==> src/rtl/t1sel_pkg.sv <==
package t1sel_pkg;
   // Source chosen for one outgoing bit
   typedef enum logic [1:0] {
      SRC_BACKPLANE = 2'd0,
      SRC_IDLE      = 2'd1,
      SRC_RECEIVE   = 2'd2
   } t1sel_src_e;

   // Frame position broken into its parts
   typedef struct packed {
      logic       fbit;
      logic [4:0] slot;
      logic [2:0] bitn;
   } t1sel_pos_t;

   function automatic bit t1sel_is_pow2(input int unsigned v);
      return (v != 0) && ((v & (v - 1)) == 0);
   endfunction
endpackage

==> src/rtl/t1sel_slot_ctr.sv <==
module t1sel_slot_ctr #(
   parameter int unsigned SLOTS     = 24,
   parameter int unsigned SLOT_BITS = 8,
   localparam int unsigned CH_W     = $clog2(SLOTS),
   localparam int unsigned BIT_W    = $clog2(SLOT_BITS)
) (
   input  logic             clk,
   input  logic             rst_n,
   input  logic             fsync,
   output logic             cur_fbit,
   output logic [CH_W-1:0]  cur_slot,
   output logic [BIT_W-1:0] cur_bit
);
   localparam logic [CH_W-1:0]  LAST_SLOT = CH_W'(SLOTS - 1);
   localparam logic [BIT_W-1:0] LAST_BIT  = BIT_W'(SLOT_BITS - 1);

   logic             fbit_q,  fbit_d;
   logic [CH_W-1:0]  slot_q,  slot_d;
   logic [BIT_W-1:0] bit_q,   bit_d;

   // A sync pulse overrides the stored position at any point
   assign cur_fbit = fsync | fbit_q;
   assign cur_slot = cur_fbit ? '0 : slot_q;
   assign cur_bit  = cur_fbit ? '0 : bit_q;

   always_comb begin
      fbit_d = 1'b0;
      slot_d = slot_q;
      bit_d  = bit_q;
      if (cur_fbit) begin
         slot_d = '0;
         bit_d  = '0;
      end else if (bit_q == LAST_BIT) begin
         bit_d = '0;
         if (slot_q == LAST_SLOT) begin
            fbit_d = 1'b1;
            slot_d = '0;
         end else begin
            slot_d = slot_q + 1'b1;
         end
      end else begin
         bit_d = bit_q + 1'b1;
      end
   end

   always_ff @(posedge clk or negedge rst_n) begin
      if (!rst_n) begin
         fbit_q <= 1'b1;
         slot_q <= '0;
         bit_q  <= '0;
      end else begin
         fbit_q <= fbit_d;
         slot_q <= slot_d;
         bit_q  <= bit_d;
      end
   end
endmodule

==> src/rtl/t1sel_cfg.sv <==
module t1sel_cfg #(
   parameter int unsigned SLOTS     = 24,
   parameter int unsigned SLOT_BITS = 8,
   parameter int unsigned REG_W     = 8,
   parameter int unsigned ADDR_W    = 3,
   localparam int unsigned NUM_SEL  = SLOTS / REG_W
) (
   input  logic                 clk,
   input  logic                 rst_n,
   input  logic                 cfg_we,
   input  logic [ADDR_W-1:0]    cfg_addr,
   input  logic [REG_W-1:0]     cfg_wdata,
   input  logic                 load,
   output logic [SLOTS-1:0]     act_sel,
   output logic [SLOT_BITS-1:0] act_idle,
   output logic                 act_mode
);
   localparam logic [ADDR_W-1:0] ADDR_IDLE = ADDR_W'(NUM_SEL);
   localparam logic [ADDR_W-1:0] ADDR_MODE = ADDR_W'(NUM_SEL + 1);

   logic [SLOTS-1:0]     sh_sel;
   logic [SLOT_BITS-1:0] sh_idle;
   logic                 sh_mode;

   // One shadow byte per select register
   for (genvar g = 0; g < NUM_SEL; g++) begin : g_selreg
      logic hit;
      assign hit = cfg_we && (cfg_addr == ADDR_W'(g));
      always_ff @(posedge clk or negedge rst_n) begin
         if (!rst_n)   sh_sel[g*REG_W +: REG_W] <= '0;
         else if (hit) sh_sel[g*REG_W +: REG_W] <= cfg_wdata;
      end
   end

   always_ff @(posedge clk or negedge rst_n) begin
      if (!rst_n) begin
         sh_idle <= '0;
         sh_mode <= 1'b0;
      end else if (cfg_we) begin
         if (cfg_addr == ADDR_IDLE) sh_idle <= cfg_wdata[SLOT_BITS-1:0];
         if (cfg_addr == ADDR_MODE) sh_mode <= cfg_wdata[0];
      end
   end

   // Working copies move only on the framing bit
   always_ff @(posedge clk or negedge rst_n) begin
      if (!rst_n) begin
         act_sel  <= '0;
         act_idle <= '0;
         act_mode <= 1'b0;
      end else if (load) begin
         act_sel  <= sh_sel;
         act_idle <= sh_idle;
         act_mode <= sh_mode;
      end
   end
endmodule

==> src/rtl/t1sel_bit_mux.sv <==
module t1sel_bit_mux
   import t1sel_pkg::*;
#(
   parameter int unsigned SLOTS     = 24,
   parameter int unsigned SLOT_BITS = 8,
   localparam int unsigned CH_W     = $clog2(SLOTS),
   localparam int unsigned BIT_W    = $clog2(SLOT_BITS),
   localparam int unsigned PAD      = 1 << CH_W
) (
   input  logic                 clk,
   input  logic                 rst_n,
   input  logic                 cur_fbit,
   input  logic [CH_W-1:0]      cur_slot,
   input  logic [BIT_W-1:0]     cur_bit,
   input  logic                 bp_bit,
   input  logic                 rx_bit,
   input  logic [SLOTS-1:0]     act_sel,
   input  logic [SLOT_BITS-1:0] act_idle,
   input  logic                 act_mode,
   input  logic [SLOTS-1:0]     transp,
   output logic                 tx_bit,
   output logic                 sig_ok
);
   localparam logic [BIT_W-1:0] LAST_BIT = BIT_W'(SLOT_BITS - 1);

   logic [PAD-1:0]   sel_pad, tr_pad;
   logic [BIT_W-1:0] idle_idx;
   t1sel_src_e       src;
   logic             bit_d, sig_d;

   assign sel_pad  = PAD'(act_sel);
   assign tr_pad   = PAD'(transp);
   assign idle_idx = LAST_BIT - cur_bit;   // MSB leaves first

   always_comb begin
      if (cur_fbit || !sel_pad[cur_slot]) src = SRC_BACKPLANE;
      else if (act_mode)                  src = SRC_RECEIVE;
      else                                src = SRC_IDLE;
   end

   always_comb begin
      unique case (src)
         SRC_IDLE:    bit_d = act_idle[idle_idx];
         SRC_RECEIVE: bit_d = rx_bit;
         default:     bit_d = bp_bit;
      endcase
      sig_d = !cur_fbit && !tr_pad[cur_slot];
   end

   always_ff @(posedge clk or negedge rst_n) begin
      if (!rst_n) begin
         tx_bit <= 1'b0;
         sig_ok <= 1'b0;
      end else begin
         tx_bit <= bit_d;
         sig_ok <= sig_d;
      end
   end
endmodule

==> src/rtl/t1_slot_sel.sv <==
module t1_slot_sel
   import t1sel_pkg::*;
#(
   parameter int unsigned SLOTS     = 24,
   parameter int unsigned SLOT_BITS = 8,
   parameter int unsigned REG_W     = 8,
   parameter int unsigned ADDR_W    = 3
) (
   input  logic               clk,
   input  logic               rst_n,
   input  logic               fsync,
   input  logic               bp_data,
   input  logic               rx_data,
   input  logic [SLOTS-1:0]   transp,
   input  logic               cfg_we,
   input  logic [ADDR_W-1:0]  cfg_addr,
   input  logic [REG_W-1:0]   cfg_wdata,
   output logic               tx_data,
   output logic               tx_sig_ok
);
   localparam int unsigned CH_W    = $clog2(SLOTS);
   localparam int unsigned BIT_W   = $clog2(SLOT_BITS);
   localparam int unsigned NUM_SEL = SLOTS / REG_W;

   // Elaboration-time parameter checks
   if (SLOTS % REG_W != 0) begin : g_err_regs
      $error("SLOTS must fill whole select registers");
   end
   if (!t1sel_is_pow2(SLOT_BITS) || SLOT_BITS < 2) begin : g_err_bits
      $error("SLOT_BITS must be a power of two");
   end
   if (SLOT_BITS > REG_W) begin : g_err_idle
      $error("idle code must fit one register");
   end
   if (NUM_SEL + 2 > (1 << ADDR_W)) begin : g_err_addr
      $error("address space too small");
   end

   logic                 cur_fbit;
   logic [CH_W-1:0]      cur_slot;
   logic [BIT_W-1:0]     cur_bit;
   logic [SLOTS-1:0]     act_sel;
   logic [SLOT_BITS-1:0] act_idle;
   logic                 act_mode;

   t1sel_slot_ctr #(.SLOTS(SLOTS), .SLOT_BITS(SLOT_BITS)) u_ctr (
      .clk      (clk),
      .rst_n    (rst_n),
      .fsync    (fsync),
      .cur_fbit (cur_fbit),
      .cur_slot (cur_slot),
      .cur_bit  (cur_bit)
   );

   t1sel_cfg #(.SLOTS(SLOTS), .SLOT_BITS(SLOT_BITS), .REG_W(REG_W),
               .ADDR_W(ADDR_W)) u_cfg (
      .clk       (clk),
      .rst_n     (rst_n),
      .cfg_we    (cfg_we),
      .cfg_addr  (cfg_addr),
      .cfg_wdata (cfg_wdata),
      .load      (cur_fbit),
      .act_sel   (act_sel),
      .act_idle  (act_idle),
      .act_mode  (act_mode)
   );

   t1sel_bit_mux #(.SLOTS(SLOTS), .SLOT_BITS(SLOT_BITS)) u_mux (
      .clk      (clk),
      .rst_n    (rst_n),
      .cur_fbit (cur_fbit),
      .cur_slot (cur_slot),
      .cur_bit  (cur_bit),
      .bp_bit   (bp_data),
      .rx_bit   (rx_data),
      .act_sel  (act_sel),
      .act_idle (act_idle),
      .act_mode (act_mode),
      .transp   (transp),
      .tx_bit   (tx_data),
      .sig_ok   (tx_sig_ok)
   );
endmodule

==> config.mk <==
export PLATFORM = sky130hd
export DESIGN_NAME = t1_slot_sel
export DESIGN_NICKNAME = d
export VERILOG_FILES = /design/src/rtl/t1sel_pkg.sv /design/src/rtl/t1sel_slot_ctr.sv /design/src/rtl/t1sel_cfg.sv /design/src/rtl/t1sel_bit_mux.sv /design/src/rtl/t1_slot_sel.sv
export SDC_FILE = /design/constraint.sdc
export NUM_CORES = 1
export LEC_CHECK = 0
export ABC_AREA = 1
export BUFFER_PORTS_ARGS = -buffer_cell sky130_fd_sc_hd__buf_2
export CAP_MARGIN = 5
export CORE_MARGIN = 2
export CORE_UTILIZATION = 53
export DETAILED_ROUTE_END_ITERATION = 7
export GPL_TIMING_DRIVEN = 0
export MAX_ROUTING_LAYER = met4
export PLACE_DENSITY_LB_ADDON = 0.1
export SLEW_MARGIN = 20
export SYNTH_ARGS = -nofsm -noshare
export SYNTH_HDL_FRONTEND = slang
export SYNTH_HIERARCHICAL = 1
export SYNTH_SLANG_ARGS = --single-unit
==> constraint.sdc <==
create_clock -name clk -period 1.78 [get_ports clk]
set_input_delay 0.178 -clock clk [delete_from_list [all_inputs] [get_ports clk]]
set_output_delay 0.178 -clock clk [all_outputs]
set_load 0.01 [all_outputs]
* Yosys cells after proc, flatten, opt, wreduce, memory -nomap -nowiden
Cells that the tools add are included.
Word-level totals: register bits 77, output and inout port bits 2, word-level logic and storage cells 58
Operators by class: $add $sub $neg 3, order comparisons 2, equality and inequality tests 8, multiplexer cells 19, bitwise operators 1, reduce and logical (&&, ||, !) cells 12
Operator list (count):
- two-way mux 5 bit | 4
- binary-select mux 1 bit (select 5 bit) | 2
- two-way mux 3 bit | 3
- == test 3 x 2 -> 1 bit (second input constant) | 2
- == test 3 bit (second input constant) | 2
- < comparator 5 x 6 -> 1 bit (second input constant) | 1
- two-way mux 1 bit | 6
- adder 5 x 1 -> 5 bit (second input constant) | 1
- == test 5 bit (second input constant) | 1
- logical AND 1 bit | 4
- < comparator 3 x 4 -> 1 bit (second input constant) | 1
- two-way mux 2 bit | 2
- AND reduction 2 bit | 2
- adder 3 x 1 -> 3 bit (second input constant) | 1
- binary-select mux 1 bit (select 3 bit) | 1
- == test 3 x 1 -> 1 bit (second input constant) | 1
- zero test 1 bit | 3
- zero test 3 bit | 1
- subtractor 3 bit (first input constant) | 1
- == test 2 x 1 -> 1 bit (second input constant) | 1
- == test 2 bit (second input constant) | 1
- case mux 1 bit (2 select lines) | 1
- nonzero test 2 bit | 1
- logical OR 1 bit | 1
- OR 1 bit | 1

* Depth between registers and ports, before layout
depth after elaboration 9, depth in mapped cells 18, depth with buffers taken out 16

* Modules after synthesis
The synthesis kept the hierarchy.
Modules (own cells, without submodules):
- t1sel_cfg | instances 1, cells each 293, area an instance 2657.5 um^2, seq. area each 1651.6 um^2
- t1sel_bit_mux | instances 1, cells each 138, area an instance 705.7 um^2, seq. area each 50.0 um^2
- t1sel_slot_ctr | instances 1, cells each 67, area an instance 553.0 um^2, seq. area each 226.5 um^2

* Least setup slack after synthesis
Ideal clock, no wire load.
kind reg2reg, from register u_ctr.fbit_q, to register u_mux.sig_ok, setup time 0.118 ns, arrival time 1.717 ns, data required time 1.662 ns, path slack -0.055 ns, stages on the path, launching flop included 14, clock period less this slack 1.835 ns, cells stage by stage dfstp_2 > nor2_8 > inv_4 > buf_6 > nor2_2 > buf_6 > inv_4 > buf_6 > buf_6 > nor2_1 > o221ai_1 > o211ai_2 > nand2_1 > a21oi_2
On the way: longest elaborated chain between the ends 6, elaborated cells between the ends (all ways) 7
Ends and longest elaborated chain:
- start: declaration | line t1sel_slot_ctr.sv:17 | logic fbit_q, fbit_d;
- start signal: assignment | line t1sel_slot_ctr.sv:52 | fbit_q <= fbit_d;
- OR 1 bit | line t1sel_slot_ctr.sv:22 | assign cur_fbit = fsync | fbit_q;
- named net cur_fbit | line t1_slot_sel.sv:39 | logic cur_fbit;
- two-way mux 5 bit | line t1sel_slot_ctr.sv:23 | assign cur_slot = cur_fbit ? '0 : slot_q;
- named net cur_slot[0] | line t1_slot_sel.sv:40 | logic [CH_W-1:0] cur_slot;
- binary-select mux 1 bit (select 5 bit) | line t1sel_bit_mux.sv:47 | sig_d = !cur_fbit && !tr_pad[cur_slot];
- two-way mux 1 bit (implied by the code) | line t1sel_bit_mux.sv:47
- zero test 1 bit | line t1sel_bit_mux.sv:47
- logical AND 1 bit | line t1sel_bit_mux.sv:47
- named net u_mux.sig_d | line t1sel_bit_mux.sv:29 | logic bit_d, sig_d;
- end signal: assignment | line t1sel_bit_mux.sv:56 | sig_ok <= sig_d;
- end: declaration | line t1sel_bit_mux.sv:22 | output logic sig_ok
The timed path passes the listed nets, and every way through them passes these cells. The select of a mux whose other input is x is not followed. A chain may end at the register's enable or synchronous reset.

* Final worst setup path
from register u_ctr.fbit_q, to register u_mux.tx_bit
On the way: longest elaborated chain between the ends 9, elaborated cells between the ends (all ways) 14
Ends and longest elaborated chain:
- OR 1 bit * | line t1sel_slot_ctr.sv:22
- named net cur_fbit | line t1_slot_sel.sv:39
- two-way mux 5 bit * | line t1sel_slot_ctr.sv:23
- named net cur_slot[1] | line t1_slot_sel.sv:40
- binary-select mux 1 bit (select 5 bit) * | line t1sel_bit_mux.sv:36 | if (cur_fbit || !sel_pad[cur_slot]) src = SRC_BACKPLANE;
- two-way mux 1 bit (implied by the code) * | line t1sel_bit_mux.sv:36
- zero test 1 bit * | line t1sel_bit_mux.sv:36
- logical OR 1 bit * | line t1sel_bit_mux.sv:36
- two-way mux 2 bit * | line t1sel_bit_mux.sv:36
- == test 2 bit or == test 2 x 1 -> 1 bit (tied branches) | line t1sel_bit_mux.sv:42 | unique case (src)
- case mux 1 bit (2 select lines) * | line t1sel_bit_mux.sv:42
- named net u_mux.bit_d | line t1sel_bit_mux.sv:29
- end signal: assignment | line t1sel_bit_mux.sv:55 | tx_bit <= bit_d;
- end: declaration | line t1sel_bit_mux.sv:21 | output logic tx_bit,
Mark *: on every way through the listed nets, which the timed path passes. The rest lies on a longest branch. The select of a mux whose other input is x is not followed.

==> results.sh <==
export IMPL_total_power_w=0.00433
export IMPL_synth_top_area_share_pct=48.6
export IMPL_setup_slack_ns=-0.0815
export IMPL_hold_viol_final=0
export IMPL_cts_root_buf="clkbuf_8"
export IMPL_fp_dieW_um=90.0
export IMPL_core_region_area_sq_um=7210
export IMPL_portBuffers=42
export IMPL_gr_total_overflow=0
export IMPL_worstSetupPathType="flop to flop"
export IMPL_ys_types=29
export IMPL_ir_drop_mv=0.578
export IMPL_grt_first_pass_wirelength_um=15300
export IMPL_max_freq_mhz=537
export IMPL_path_cells="nor2_8 > inv_8 > buf_6 > nor2_4 > buf_6 > o21ai_2 > o211ai_1 > nand3_1 > nand2_1 > nand3_1 > nand2_1 > inv_1"
export IMPL_pin_count=43
export IMPL_synth_avg_cell_area_sq_um=7.86
export IMPL_p_leak_nw=2.50
export IMPL_insertion_delay_ns=0.34
export IMPL_reg2reg_depth=12
export IMPL_dp_hpwl_um=6000
export IMPL_cp_slowest_cell="dfstp_2"
export IMPL_drt_total_wl_um=9060
export IMPL_powerDensity_nw_per_um2=887
export IMPL_cpPeakStageDelay_ns=0.40
export IMPL_yosys_top_cells_area="dfrtp_1 (49%), nand2_1 (15%), inv_1 (6.7%), o21ai_0 (6.0%), nand3_1 (5.5%)"
export IMPL_n_fill_cell=638
export IMPL_vias=3361
export IMPL_yosysTopAreaCell="dfrtp_1"
export IMPL_grt_max_degree=59
export IMPL_ys_seq_area_share_pct=49.2
export IMPL_antenna_found_initial=0
export IMPL_fin_area_sq_um=4880
export IMPL_gp_congestion=0.872
export IMPL_htreeDepth=3
export IMPL_setup_viol=2
export IMPL_cts_made_buffers=9
export IMPL_grt_pass1_vias=3237
export IMPL_drt_initial_drc_count=197
export IMPL_violations="negative setup slack"
export IMPL_clockBufferDepth=2
export IMPL_placed_cell_area_sq_um=4290
export IMPL_start_kind="flop"
export IMPL_hp_class="input pin to flop"
export IMPL_dp_cells=640
export IMPL_grt_usage_pct=23.8
export IMPL_fin_skew_ns=0.0108
export IMPL_crit_fanout=8
export IMPL_antenna_cells=0
export IMPL_clkSinkCount=77
export IMPL_clk_pin_slew_ns=0.08
export IMPL_ant_nets=0
export IMPL_syn_area_sq_um=3920
export IMPL_synth_seq_cells=77
export IMPL_drc=0
export IMPL_synthesis_nets=542
export IMPL_fin_crit_ns=1.86
export IMPL_avgViaCountPerCell=4.97
export IMPL_wl_per_cell_um=13.4
export IMPL_area_growth_pct=24.6
export IMPL_slew_headroom_pct=75.6
export IMPL_setup_tns_ns=-0.140
export IMPL_syn_inst=498
export IMPL_fin_crit_sh_pct=105
export IMPL_worst_setup_path_end_kind="flop"
export IMPL_worst_slew_pin_slew_ns=0.365
export IMPL_final_cells=676
export IMPL_initial_utilization_pct=54.3
export IMPL_status="finished, violations left"
export IMPL_cts_tree="yes"
export IMPL_die_area_sq_um=8090
export IMPL_fin_nets=617
export IMPL_cap_violations=0
export IMPL_die_y_um=90.0
export IMPL_drive_gt1_share_pct=27.0
export IMPL_worstPathArrival_ns=2.10
export IMPL_dr_pass1_iters=5
export IMPL_crit_required_ns=2.01
export IMPL_rsz0062_at_grt="yes"
export IMPL_final_max_slew_violation_count=0
export IMPL_hold_path_depth=3
export IMPL_utilization_pct=67.6
export IMPL_row_count=31
export IMPL_yosysWarnings=6
[placed cells by master, fill, tap and decap left out, drive strengths merged, types with 2 or more instances in the layout]
| cell type | count |
|---|---|
| o211ai | 4 |
| bufinv | 2 |
| a21oi | 2 |
| nand3 | 44 |
| clkinv | 5 |
| inv | 74 |
| buf | 79 |
| nand2 | 161 |
| dfrtp | 76 |
| nor2 | 48 |
| o21ai | 55 |
| clkbuf | 12 |
| o22ai | 2 |
| o221ai | 4 |
| nor3 | 2 |
| ha | 3 |
[routing by layer]
| metal | track usage, % | vias to the layer above | share of wire, % |
|---|---|---|---|
| li1 | - | 1704 | - |
| met1 | 31.9 | 1583 | 46 |
| met2 | 38.0 | 67 | 49 |
| met3 | 3.52 | 7 | 3.8 |
| met4 | 7.56 | 0 | 0.85 |
| met5 | - | - | 0 |
[cells by family after synthesis]
| logic type | Yosys count | synth area share (%) |
|---|---|---|
| flops | 77 | 49.2 |
| fa+ha+maj | 3 | 0.959 |
| compound gates | 67 | 9.49 |
| buf+inv | 94 | 10.9 |
| simple gates | 257 | 29.4 |
[synth_stat cells (all sizes together)]
cell type	n
buf	16
o221ai	4
nor3	2
nand2	161
o22ai	2
nor2	48
o21ai	55
dfstp	1
inv	76
clkbuf	2
dfrtp	76
nand3b	1
nand3	44
o211ai	4
a21oi	2
ha	3
nand4	1
[critical path, delay by kind of cell (launching register included)]
kind	cells	cell delay [ns]
simple gates	6	0.71
compound gates	2	0.28
buf+inv	4	0.39
flops	1	0.40
[sequential cells by signal, indices dropped and copies added (netlist names)]
signal	cells
u_ctr/bit_q	3
u_cfg/act_mode	1
u_ctr/slot_q	5
u_cfg/act_idle	8
u_cfg/act_sel	24
u_cfg/sh_mode	1
u_mux/tx_bit	1
u_cfg/sh_idle	8
u_cfg/sh_sel	24
u_mux/sig_ok	1
u_ctr/fbit_q	1
[stage by stage]
step | setup slack (ns) | hold WS (ns)
floorplan | -0.0185 | -0.118
detailed placement | -0.220 | 0.0850
finish | -0.0815 | 0.115
CTS | -0.145 | 0.0977
global route | -0.193 | 0.112
global placement | -0.221 | 0.451
[power breakdown]
part / switching [W] / internal [W]
clock: 0.000600 / 0.000813
combinational: 0.000415 / 0.000279
sequential: 0.000185 / 0.00203
[final timing paths]
check                                         start                            to  slack, ns
max                          u_ctr/fbit_q$_DFF_PN1_        u_mux/tx_bit$_DFF_PN0_      -0.08
min                                    cfg_wdata[7]  u_cfg/sh_idle[7]$_DFFE_PN0P_       0.11
max reg2reg                  u_ctr/fbit_q$_DFF_PN1_        u_mux/tx_bit$_DFF_PN0_      -0.08
min reg2reg                u_ctr/bit_q[0]$_DFF_PN0_      u_ctr/bit_q[0]$_DFF_PN0_       0.46
max in group asynchronous                     rst_n  u_cfg/sh_sel[21]$_DFFE_PN0P_       0.94
min in group asynchronous                     rst_n   u_ctr/slot_q[4]$_DFFE_PN0P_       0.28
[timing repair]
action	4_1_cts	5_1_grt
hold endpoints to repair	19	0
pin swaps	11	29
hold buffers	1	0
setup buffers	11	9
endpoints found under the setup margin	2	2
gates resized for setup	18	43
cloned	3	0
[cell type report]
type | count | area (sq um) | share of cell area [%]
flip-flops and latches | 77 | 1930 | 39.5
clock inverters | 5 | 75.1 | 1.54
multi-input cells | 327 | 1700 | 34.8
plain buffers | 16 | 131 | 2.69
inverters | 76 | 310 | 6.36
clock buffers | 10 | 138 | 2.82
well taps | 99 | 124 | 2.54
repair buffers | 66 | 477 | 9.77
Note: power is estimated with default switching activity, not from simulation.
